`config.mk`:
```
export PLATFORM = sky130hd
export DESIGN_NAME = qr_gate_seq
export DESIGN_NICKNAME = d
export VERILOG_FILES = /design/src/rtl/qrs_pkg.sv /design/src/rtl/qrs_down_timer.sv /design/src/rtl/qrs_valley_cnt.sv /design/src/rtl/qrs_offtime_timer.sv /design/src/rtl/qr_gate_seq.sv
export SDC_FILE = /design/constraint.sdc
export NUM_CORES = 1
export LEC_CHECK = 0
export CORE_MARGIN = 2
export CORE_UTILIZATION = 35
export CTS_BUF_LIST = sky130_fd_sc_hd__clkbuf_4
export DETAILED_ROUTE_END_ITERATION = 8
export HOLD_SLACK_MARGIN = 0.02
export PLACE_DENSITY_LB_ADDON = 0.2
export SLEW_MARGIN = 5
export SYNTH_ARGS = -nofsm -noshare
export SYNTH_HDL_FRONTEND = slang
export SYNTH_SLANG_ARGS = --single-unit
```
`constraint.sdc`:
```
create_clock -name clk -period 5.43 [get_ports clk]
set_input_delay 0.543 -clock clk [delete_from_list [all_inputs] [get_ports clk]]
set_output_delay 0.543 -clock clk [all_outputs]
set_load 0.005 [all_outputs]
```
`src/rtl/qrs_pkg.sv`:
```
package qrs_pkg;
   // which ringing-suppression window was chosen at turn-off
   typedef enum logic {
      RING_WIN_LONG  = 1'b0,
      RING_WIN_SHORT = 1'b1
   } ring_win_e;

   function automatic int unsigned cnt_bits(input int unsigned max_val);
      return (max_val < 2) ? 1 : $clog2(max_val + 1);
   endfunction
endpackage

```
`src/rtl/qrs_down_timer.sv`:
```
module qrs_down_timer #(
   parameter int unsigned MAX_VAL = 8,
   localparam int unsigned W = qrs_pkg::cnt_bits(MAX_VAL)
) (
   input  logic         clk,
   input  logic         rst_n,
   input  logic         clr,
   input  logic         load,
   input  logic [W-1:0] load_val,
   output logic         done
);
   logic [W-1:0] cnt_q;

   always_ff @(posedge clk or negedge rst_n) begin
      if (!rst_n)             cnt_q <= '0;
      else if (clr)           cnt_q <= '0;
      else if (load)          cnt_q <= load_val;
      else if (cnt_q != '0)   cnt_q <= cnt_q - 1'b1;
   end

   assign done = (cnt_q == '0);


   timer_desc_chk: assert property (@(posedge clk) disable iff (!rst_n)
      (!clr && !load && !done) |=> (cnt_q == $past(cnt_q) - 1'b1));
endmodule

```
`src/rtl/qrs_valley_cnt.sv`:
```
module qrs_valley_cnt #(
   parameter int unsigned CNT_W    = 3,
   parameter bit          SATURATE = 1'b1
) (
   input  logic             clk,
   input  logic             rst_n,
   input  logic             clr,
   input  logic             inc_en,
   input  logic             pulse,
   output logic [CNT_W-1:0] count
);
   localparam logic [CNT_W-1:0] TOP = '1;

   logic [CNT_W-1:0] cnt_q;
   logic [CNT_W-1:0] cnt_nx;
   logic             bump;

   assign bump = inc_en && pulse;

   generate
      if (SATURATE) begin : g_sat
         always_comb begin
            cnt_nx = cnt_q;
            if (bump && cnt_q != TOP) cnt_nx = cnt_q + 1'b1;
         end
      end else begin : g_wrap
         always_comb begin
            cnt_nx = cnt_q;
            if (bump) cnt_nx = cnt_q + 1'b1;
         end
      end
   endgenerate

   always_ff @(posedge clk or negedge rst_n) begin
      if (!rst_n)   cnt_q <= '0;
      else if (clr) cnt_q <= '0;
      else          cnt_q <= cnt_nx;
   end

   assign count = cnt_q;


   valley_clr_chk: assert property (@(posedge clk) disable iff (!rst_n)
      clr |=> (count == '0));

   valley_hold_chk: assert property (@(posedge clk) disable iff (!rst_n)
      (!clr && !bump) |=> $stable(count));
endmodule

```
`src/rtl/qrs_offtime_timer.sv`:
```
module qrs_offtime_timer #(
   parameter int unsigned MAX_OFF_CYC = 64,
   localparam int unsigned W = qrs_pkg::cnt_bits(MAX_OFF_CYC)
) (
   input  logic clk,
   input  logic rst_n,
   input  logic clr,
   input  logic run,
   output logic expired
);
   localparam logic [W-1:0] LAST = W'(MAX_OFF_CYC - 1);

   logic [W-1:0] cnt_q;

   always_ff @(posedge clk or negedge rst_n) begin
      if (!rst_n)                    cnt_q <= '0;
      else if (clr)                  cnt_q <= '0;
      else if (run && cnt_q != LAST) cnt_q <= cnt_q + 1'b1;
   end

   assign expired = (cnt_q == LAST);


   offtime_sat_chk: assert property (@(posedge clk) disable iff (!rst_n)
      (expired && !clr) |=> expired);
endmodule

```
`src/rtl/qr_gate_seq.sv`:
```
module qr_gate_seq #(
   parameter int unsigned CNT_W          = 3,
   parameter int unsigned LEB_CYC        = 41,
   parameter int unsigned RING_SHORT_CYC = 525,
   parameter int unsigned RING_LONG_CYC  = 5250,
   parameter int unsigned MAX_OFF_CYC    = 5251,
   parameter bit          VALLEY_SAT     = 1'b1
) (
   input  logic             clk,
   input  logic             rst_n,
   input  logic             prot_off_i,
   input  logic             zc_fall_i,
   input  logic             zc_low_i,
   input  logic             ring_high_i,
   input  logic [CNT_W-1:0] skip_target_i,
   input  logic             cur_trip_i,
   input  logic             peak_trip_i,
   input  logic             burst_i,
   output logic             gate_o,
   output logic [CNT_W-1:0] valley_o
);
   import qrs_pkg::*;

   localparam int unsigned RING_W = cnt_bits(RING_LONG_CYC);
   localparam int unsigned LEB_W  = cnt_bits(LEB_CYC);

   generate
      if (CNT_W < 1) begin : g_bad_cnt
         $error("CNT_W must be at least 1");
      end
      if (LEB_CYC < 1) begin : g_bad_leb
         $error("LEB_CYC must be at least 1");
      end
      if (RING_SHORT_CYC > RING_LONG_CYC) begin : g_bad_ring_order
         $error("RING_SHORT_CYC must not exceed RING_LONG_CYC");
      end
      if (RING_LONG_CYC >= MAX_OFF_CYC) begin : g_bad_ring_len
         $error("RING_LONG_CYC must be below MAX_OFF_CYC");
      end
   endgenerate

   logic              gate_q;
   logic              leb_done;
   logic              ring_done;
   logic              off_expired;
   logic              valley_match;
   logic              set_c;
   logic              off_c;
   ring_win_e         ring_win;
   logic [RING_W-1:0] ring_len;
   logic [CNT_W-1:0]  valley;

   assign ring_win     = ring_high_i ? RING_WIN_SHORT : RING_WIN_LONG;
   assign ring_len     = (ring_win == RING_WIN_SHORT) ? RING_W'(RING_SHORT_CYC)
                                                      : RING_W'(RING_LONG_CYC);
   assign valley_match = ring_done && (valley == skip_target_i) && zc_low_i;
   assign set_c        = !gate_q && !burst_i && (valley_match || off_expired);
   assign off_c        = gate_q && leb_done && (cur_trip_i || peak_trip_i);

   // set/reset register: disable first, then turn-off, then turn-on
   always_ff @(posedge clk or negedge rst_n) begin
      if (!rst_n)          gate_q <= 1'b0;
      else if (prot_off_i) gate_q <= 1'b0;
      else if (off_c)      gate_q <= 1'b0;
      else if (set_c)      gate_q <= 1'b1;
   end

   qrs_down_timer #(.MAX_VAL(LEB_CYC)) u_leb (
      .clk      (clk),
      .rst_n    (rst_n),
      .clr      (prot_off_i),
      .load     (set_c),
      .load_val (LEB_W'(LEB_CYC)),
      .done     (leb_done)
   );

   qrs_down_timer #(.MAX_VAL(RING_LONG_CYC)) u_ring (
      .clk      (clk),
      .rst_n    (rst_n),
      .clr      (prot_off_i),
      .load     (off_c),
      .load_val (ring_len),
      .done     (ring_done)
   );

   qrs_valley_cnt #(.CNT_W(CNT_W), .SATURATE(VALLEY_SAT)) u_valley (
      .clk    (clk),
      .rst_n  (rst_n),
      .clr    (prot_off_i || set_c),
      .inc_en (!gate_q && ring_done),
      .pulse  (zc_fall_i),
      .count  (valley)
   );

   qrs_offtime_timer #(.MAX_OFF_CYC(MAX_OFF_CYC)) u_offt (
      .clk     (clk),
      .rst_n   (rst_n),
      .clr     (prot_off_i || off_c),
      .run     (!gate_q),
      .expired (off_expired)
   );

   assign gate_o   = gate_q;
   assign valley_o = valley;

   // one cycle after reset release before history-based checks apply
   logic armed_q;
   always_ff @(posedge clk or negedge rst_n) begin
      if (!rst_n) armed_q <= 1'b0;
      else        armed_q <= 1'b1;
   end


   leb_hold_chk: assert property (@(posedge clk) disable iff (!rst_n)
      (armed_q && $fell(gate_o) && !$past(prot_off_i)) |-> $past(leb_done));

   burst_block_chk: assert property (@(posedge clk) disable iff (!rst_n)
      (armed_q && $rose(gate_o)) |-> !$past(burst_i));

   prot_off_chk: assert property (@(posedge clk) disable iff (!rst_n)
      prot_off_i |=> (!gate_o && valley_o == '0));

   ring_ignore_chk: assert property (@(posedge clk) disable iff (!rst_n)
      (!gate_o && !ring_done && !prot_off_i) |=> $stable(valley_o));

   turn_on_clear_chk: assert property (@(posedge clk) disable iff (!rst_n)
      (armed_q && $rose(gate_o)) |-> (valley_o == '0));
endmodule

```
Word level (Yosys, flattened, before mapping)
Cells that the tools add are included.
{"block": "word_totals", "regBits": 36, "inputBits": 12, "out_inout_bits": 4, "wordCells": 53}
{"block": "op_classes", "n_addsub": 4, "eq_ne": 4, "mux": 15, "n_reduce_logical": 25}
{"cell": "13-bit 2-to-1 mux", "n": 6}
{"cell": "6-bit 2-to-1 mux", "n": 3}
{"cell": "13-bit by 1-bit adder with 13-bit output, second input constant", "n": 1}
{"cell": "13-bit == test, second input constant", "n": 1}
{"cell": "13-bit logical NOT", "n": 1}
{"cell": "13-bit inequality test, second input constant", "n": 1}
{"cell": "13-bit nonzero test", "n": 1}
{"cell": "13-bit by 1-bit subtractor with 13-bit output, second input constant", "n": 1}
{"cell": "1-bit logical AND", "n": 10}
{"cell": "3-bit nonzero test", "n": 3}
{"cell": "6-bit logical NOT", "n": 1}
{"cell": "3-bit 2-to-1 mux", "n": 2}
{"cell": "6-bit nonzero test", "n": 1}
{"cell": "6-bit by 1-bit subtractor with 6-bit output, second input constant", "n": 1}
{"cell": "1-bit logical OR", "n": 4}
{"cell": "1-bit 2-to-1 mux", "n": 4}
{"cell": "2-bit nonzero test", "n": 2}
{"cell": "3-bit by 1-bit adder with 3-bit output, second input constant", "n": 1}
{"cell": "3-bit == test", "n": 1}
{"cell": "3-bit inequality test, second input constant", "n": 1}
{"cell": "1-bit logical NOT", "n": 2}

Longest topological paths before layout
{"block": "logic_depth", "depth_word": 8, "depth_mapped": 8}

Cells and area by module
From an unflattened synthesis, not the netlist that was laid out.
{"block": "hier_totals", "cells_unflattened": 248, "hier_area_um2": 2404.8}
{"module": "qrs_down_timer (u_ring)", "n_inst": 1, "cells_each": 91, "area_each_um2": 870.8, "seq_area_each_um2": 325.3}
{"module": "qrs_offtime_timer", "n_inst": 1, "cells_each": 79, "area_each_um2": 764.5, "seq_area_each_um2": 325.3}
{"module": "qrs_down_timer (u_leb)", "n_inst": 1, "cells_each": 43, "area_each_um2": 410.4, "seq_area_each_um2": 150.1}
{"module": "qrs_valley_cnt", "n_inst": 1, "cells_each": 15, "area_each_um2": 180.2, "seq_area_each_um2": 75.1}
{"module": "qr_gate_seq", "n_inst": 1, "cells_each": 20, "area_each_um2": 178.9, "seq_area_each_um2": 25.0}

Worst setup path after synthesis
OpenSTA, ideal clock, no wires.
{"block": "synth_timing", "kind": "flip-flop to flip-flop", "from": "register u_leb.cnt_q[0]", "to": "register u_ring.cnt_q[1]", "setup_time_ps": 124, "arrival_ps": 1806, "path_slack_ps": 3500, "path_stages_with_launch": 9, "cell_sequence": "dfrtp_1 -> inv_1 -> ha_1 -> or2b_1 -> or4_1 -> clkbuf_2 -> or2b_2 -> buf_6 -> o31ai_1"}
{"block": "synth_via", "elab_chain_cells": 5, "elab_cells_between_ends": 6, "classes_between": "mux (2); reduce/logical (4)"}
{"element": "start: declaration", "line": "qrs_down_timer.sv:12", "source": "logic [W-1:0] cnt_q;"}
{"element": "start signal: assignment", "line": "qrs_down_timer.sv:17", "source": "else if (load) cnt_q <= load_val;"}
{"element": "start signal: assignment", "line": "qrs_down_timer.sv:18", "source": "else if (cnt_q != '0) cnt_q <= cnt_q - 1'b1;"}
{"element": "6-bit logical NOT *", "line": "qrs_down_timer.sv:21", "source": "assign done = (cnt_q == '0);"}
{"element": "1-bit logical AND * (2 in a row)", "line": "qr_gate_seq.sv:58", "source": "assign off_c = gate_q && leb_done && (cur_trip_i || peak_trip_i);"}
{"element": "13-bit 2-to-1 mux", "line": "qrs_down_timer.sv:17"}
{"element": "13-bit 2-to-1 mux", "line": "qrs_down_timer.sv:16", "source": "else if (clr) cnt_q <= '0;"}
{"element": "end signal: assignment", "line": "qrs_down_timer.sv:17"}
{"element": "end signal: assignment", "line": "qrs_down_timer.sv:18"}
{"element": "end: declaration", "line": "qrs_down_timer.sv:12"}
Mark *: on every way between the ends. The rest lies on a longest branch, timed or not.
A chain may end at the register's enable or synchronous reset.

Final worst setup path
{"block": "layout_timing", "from": "register u_leb.cnt_q[0]", "to": "register gate_q (netlist: gate_o)"}
{"block": "layout_via", "elab_chain_cells": 5, "elab_cells_between_ends": 6, "classes_between": "mux (2); reduce/logical (4)"}
{"element": "6-bit logical NOT *", "line": "qrs_down_timer.sv:21"}
{"element": "1-bit logical AND * (2 in a row)", "line": "qr_gate_seq.sv:58"}
{"element": "1-bit 2-to-1 mux", "line": "qr_gate_seq.sv:64", "source": "else if (off_c) gate_q <= 1'b0;"}
{"element": "1-bit 2-to-1 mux", "line": "qr_gate_seq.sv:63", "source": "else if (prot_off_i) gate_q <= 1'b0;"}
{"element": "end signal: assignment", "line": "qr_gate_seq.sv:63"}
{"element": "end signal: assignment", "line": "qr_gate_seq.sv:64"}
{"element": "end signal: assignment", "line": "qr_gate_seq.sv:65", "source": "else if (set_c) gate_q <= 1'b1;"}
{"element": "end: declaration", "line": "qr_gate_seq.sv:42", "source": "logic gate_q;"}
Marked as above.

==> run metrics <==
Final Cycle Share=43.2%; Final #Nets=243; hold buffer count at cts=0; gr ovfl total=0; DRC viols=0; Yosys reg bits=36; most frequent cells in the layout=dfrtp_1, nor2_1, xnor2_1, clkdlybuf4s50_1; first-pass iteration count of the detailed router=4; critical path class=flip-flop to flip-flop; CP Capture Type=flip-flop; Final min period=2340 ps; critical path's slowest cell=or4_1; FP Rows=28; Worst-path clk slew=120 ps; Final Setup Violations=0; Max VDD drop=206 uV; Routed WL per cell=13.6 um; Met3 Wirelength=120 um; final wirelength=4080 um; post-DP HPWL=2830 um; PostCTS Resize Cnt=0; initial antenna violation count=0; routed vias=1518; register area share after synthesis=42.6%; synth-to-layout area growth=10.7%; Cells after Synth=209; worst-path cell chain=inv_1 > ha_1 > or2b_1 > or4_1 > or2b_2 > o21ba_2; arrival time worst endpoint=2580 ps; largest fanout on the critical path=21; CTS root buf=clkbuf_4; Die Wd=81.7 um; CP delay by family, top=simple AND/OR/NAND/NOR gates; number of post-CTS setup repair buffers=0; post-synth net total=228; Yosys top cell area share=42.6%; Layout Skew=16.5 ps; max incr delay on CP=630 ps; worst reg2reg endpoint=gate_o; total core area=5890 sq um; DIE AREA=6680 sq um; total power per unit cell area=391 nW/um^2; Synth area leader=dfrtp_1; Yosys warnings=0; gr usage total=13.8%; pin count of the biggest net entering global routing=37; setup slack, reg-to-reg=3090 ps; GP Congestion=0.780; Port Buffers=15; syn_area_per_cell=10.1 sq um; RSZ-0062 raised after global routing=false; Synth cell types=57; Post-synth ARST share=100%; Sinks on Clock Net=36; initial drt markers=112; first-pass GRT wire length=7000 um; HP Class=input pin to async pin; share of cells above drive strength 1=10.7%; Reg2Reg Depth=6; Num CTS Buffers=5; ant diodes=0; ys flop type=dfrtp_1; Met2 Wirelength=1800 um; CTS tree=yes; worst rel slew slack=44.7%; H-tree levels=2; worst hold slack=290 ps; worst slew pin tran=830 ps; Initial Utilization=35.9%; WL met1=2120 um; vias per cell=5.06; EDFF count, synth=0; max_cap viols=0; Leakage Power=0.978 nW; Die H=81.7 um; Worst setup SP type=flip-flop; fmax=0.426 GHz; Post-Syn Area=2110 sq um; dominant cells by area after synthesis=dfrtp_1, xnor2_1, ha_1; Sum Neg Setup Slack=0 ps; number of I/O pins=16; Top Metal Used=met4; later-pin clock latency in the skew report=340 ps; outcome=completed; RR Startpoint=u_leb.cnt_q[0]; Req. time, crit path=5660 ps; vias in the first global route=1478; Fin. Hold Viols=0; CTS Buffer Depth=2; max-slew violation count=0; leading cell type in the layout, fill and taps excluded=dfrtp_1; Antenna Violating Nets Remaining=0; CP bufs+invs=1
-- cells by family after synthesis --
| kind of cell | after synthesis | synth area share [%] |
|---|---|---|
| adders and majority gates | 7 | 4.14 |
| DFF | 36 | 42.6 |
| buffers and inverters | 14 | 4.56 |
| xor gates and xnor gates | 23 | 9.53 |
| and+or+nand+nor | 91 | 26.0 |
| AOI/OAI and AO/OA | 34 | 11.2 |
| muxes | 4 | 1.89 |
-- flip-flops by register name, indices dropped and copies added, names as in the netlist --
signal / flops
u_ring.cnt_q: 13
u_offt.cnt_q: 13
u_leb.cnt_q: 6
u_valley.count: 3
gate_o: 1
-- layer usage --
metal  GRT usage (%)  vias up
met2            19.6       21
met3            3.85        2
met4            5.00        0
met1            20.0      713
li1                -      782
met5               0        -
-- synth_stat cells (4+ instances only) --
library cell / instances
inv_1: 7
nand2_1: 8
nor2_1: 23
or3_1: 4
ha_1: 7
nand4_1: 6
a21oi_1: 8
o21ai_0: 6
nor3_1: 6
mux2i_1: 4
xor2_1: 7
xnor2_1: 16
nand3_1: 5
dfrtp_1: 36
nor4_1: 5
-- power by group --
part | switching (mW) | internal, mW
clock network | 0.0884 | 0.0598
registers | 0.0528 | 0.318
logic | 0.208 | 0.187
-- worst max-delay path by stage --
stage                        start              end  slack [ps]  cells past startpoint
CTS                 u_leb.cnt_q[0]           gate_o        3060                      6
finish              u_leb.cnt_q[0]           gate_o        3090                      6
floorplan           u_leb.cnt_q[0]  u_ring.cnt_q[1]        3500                      8
global route        u_leb.cnt_q[1]           gate_o        2930                      6
global placement       peak_trip_i           gate_o        3000                      5
detailed placement     peak_trip_i           gate_o        2960                      5
-- metrics by stage --
stage	utilization [%]	worst slack [ps]	std cells	total power [mW]	instance area (sq um)
after floorplan	-	3500	209	0.687	2110
after global placement	38.8	3000	292	0.773	2280
after detailed placement	38.8	2960	292	0.771	2280
after CTS	39.8	3060	300	0.924	2340
after global routing	39.8	2930	300	0.996	2340
final	39.8	3090	300	0.914	2340
-- layout make-up --
| type | count | area [sq um] |
|---|---|---|
| timing repair buffer | 15 | 145 |
| clock buffer | 7 | 52.6 |
| multi-input combinational | 159 | 1120 |
| clock inverter | 1 | 3.75 |
| tap | 75 | 93.8 |
| inverter | 7 | 26.3 |
| fill | 612 | 3550 |
| sequential | 36 | 901 |
No activity file was read; power rests on OpenSTA's default activity.
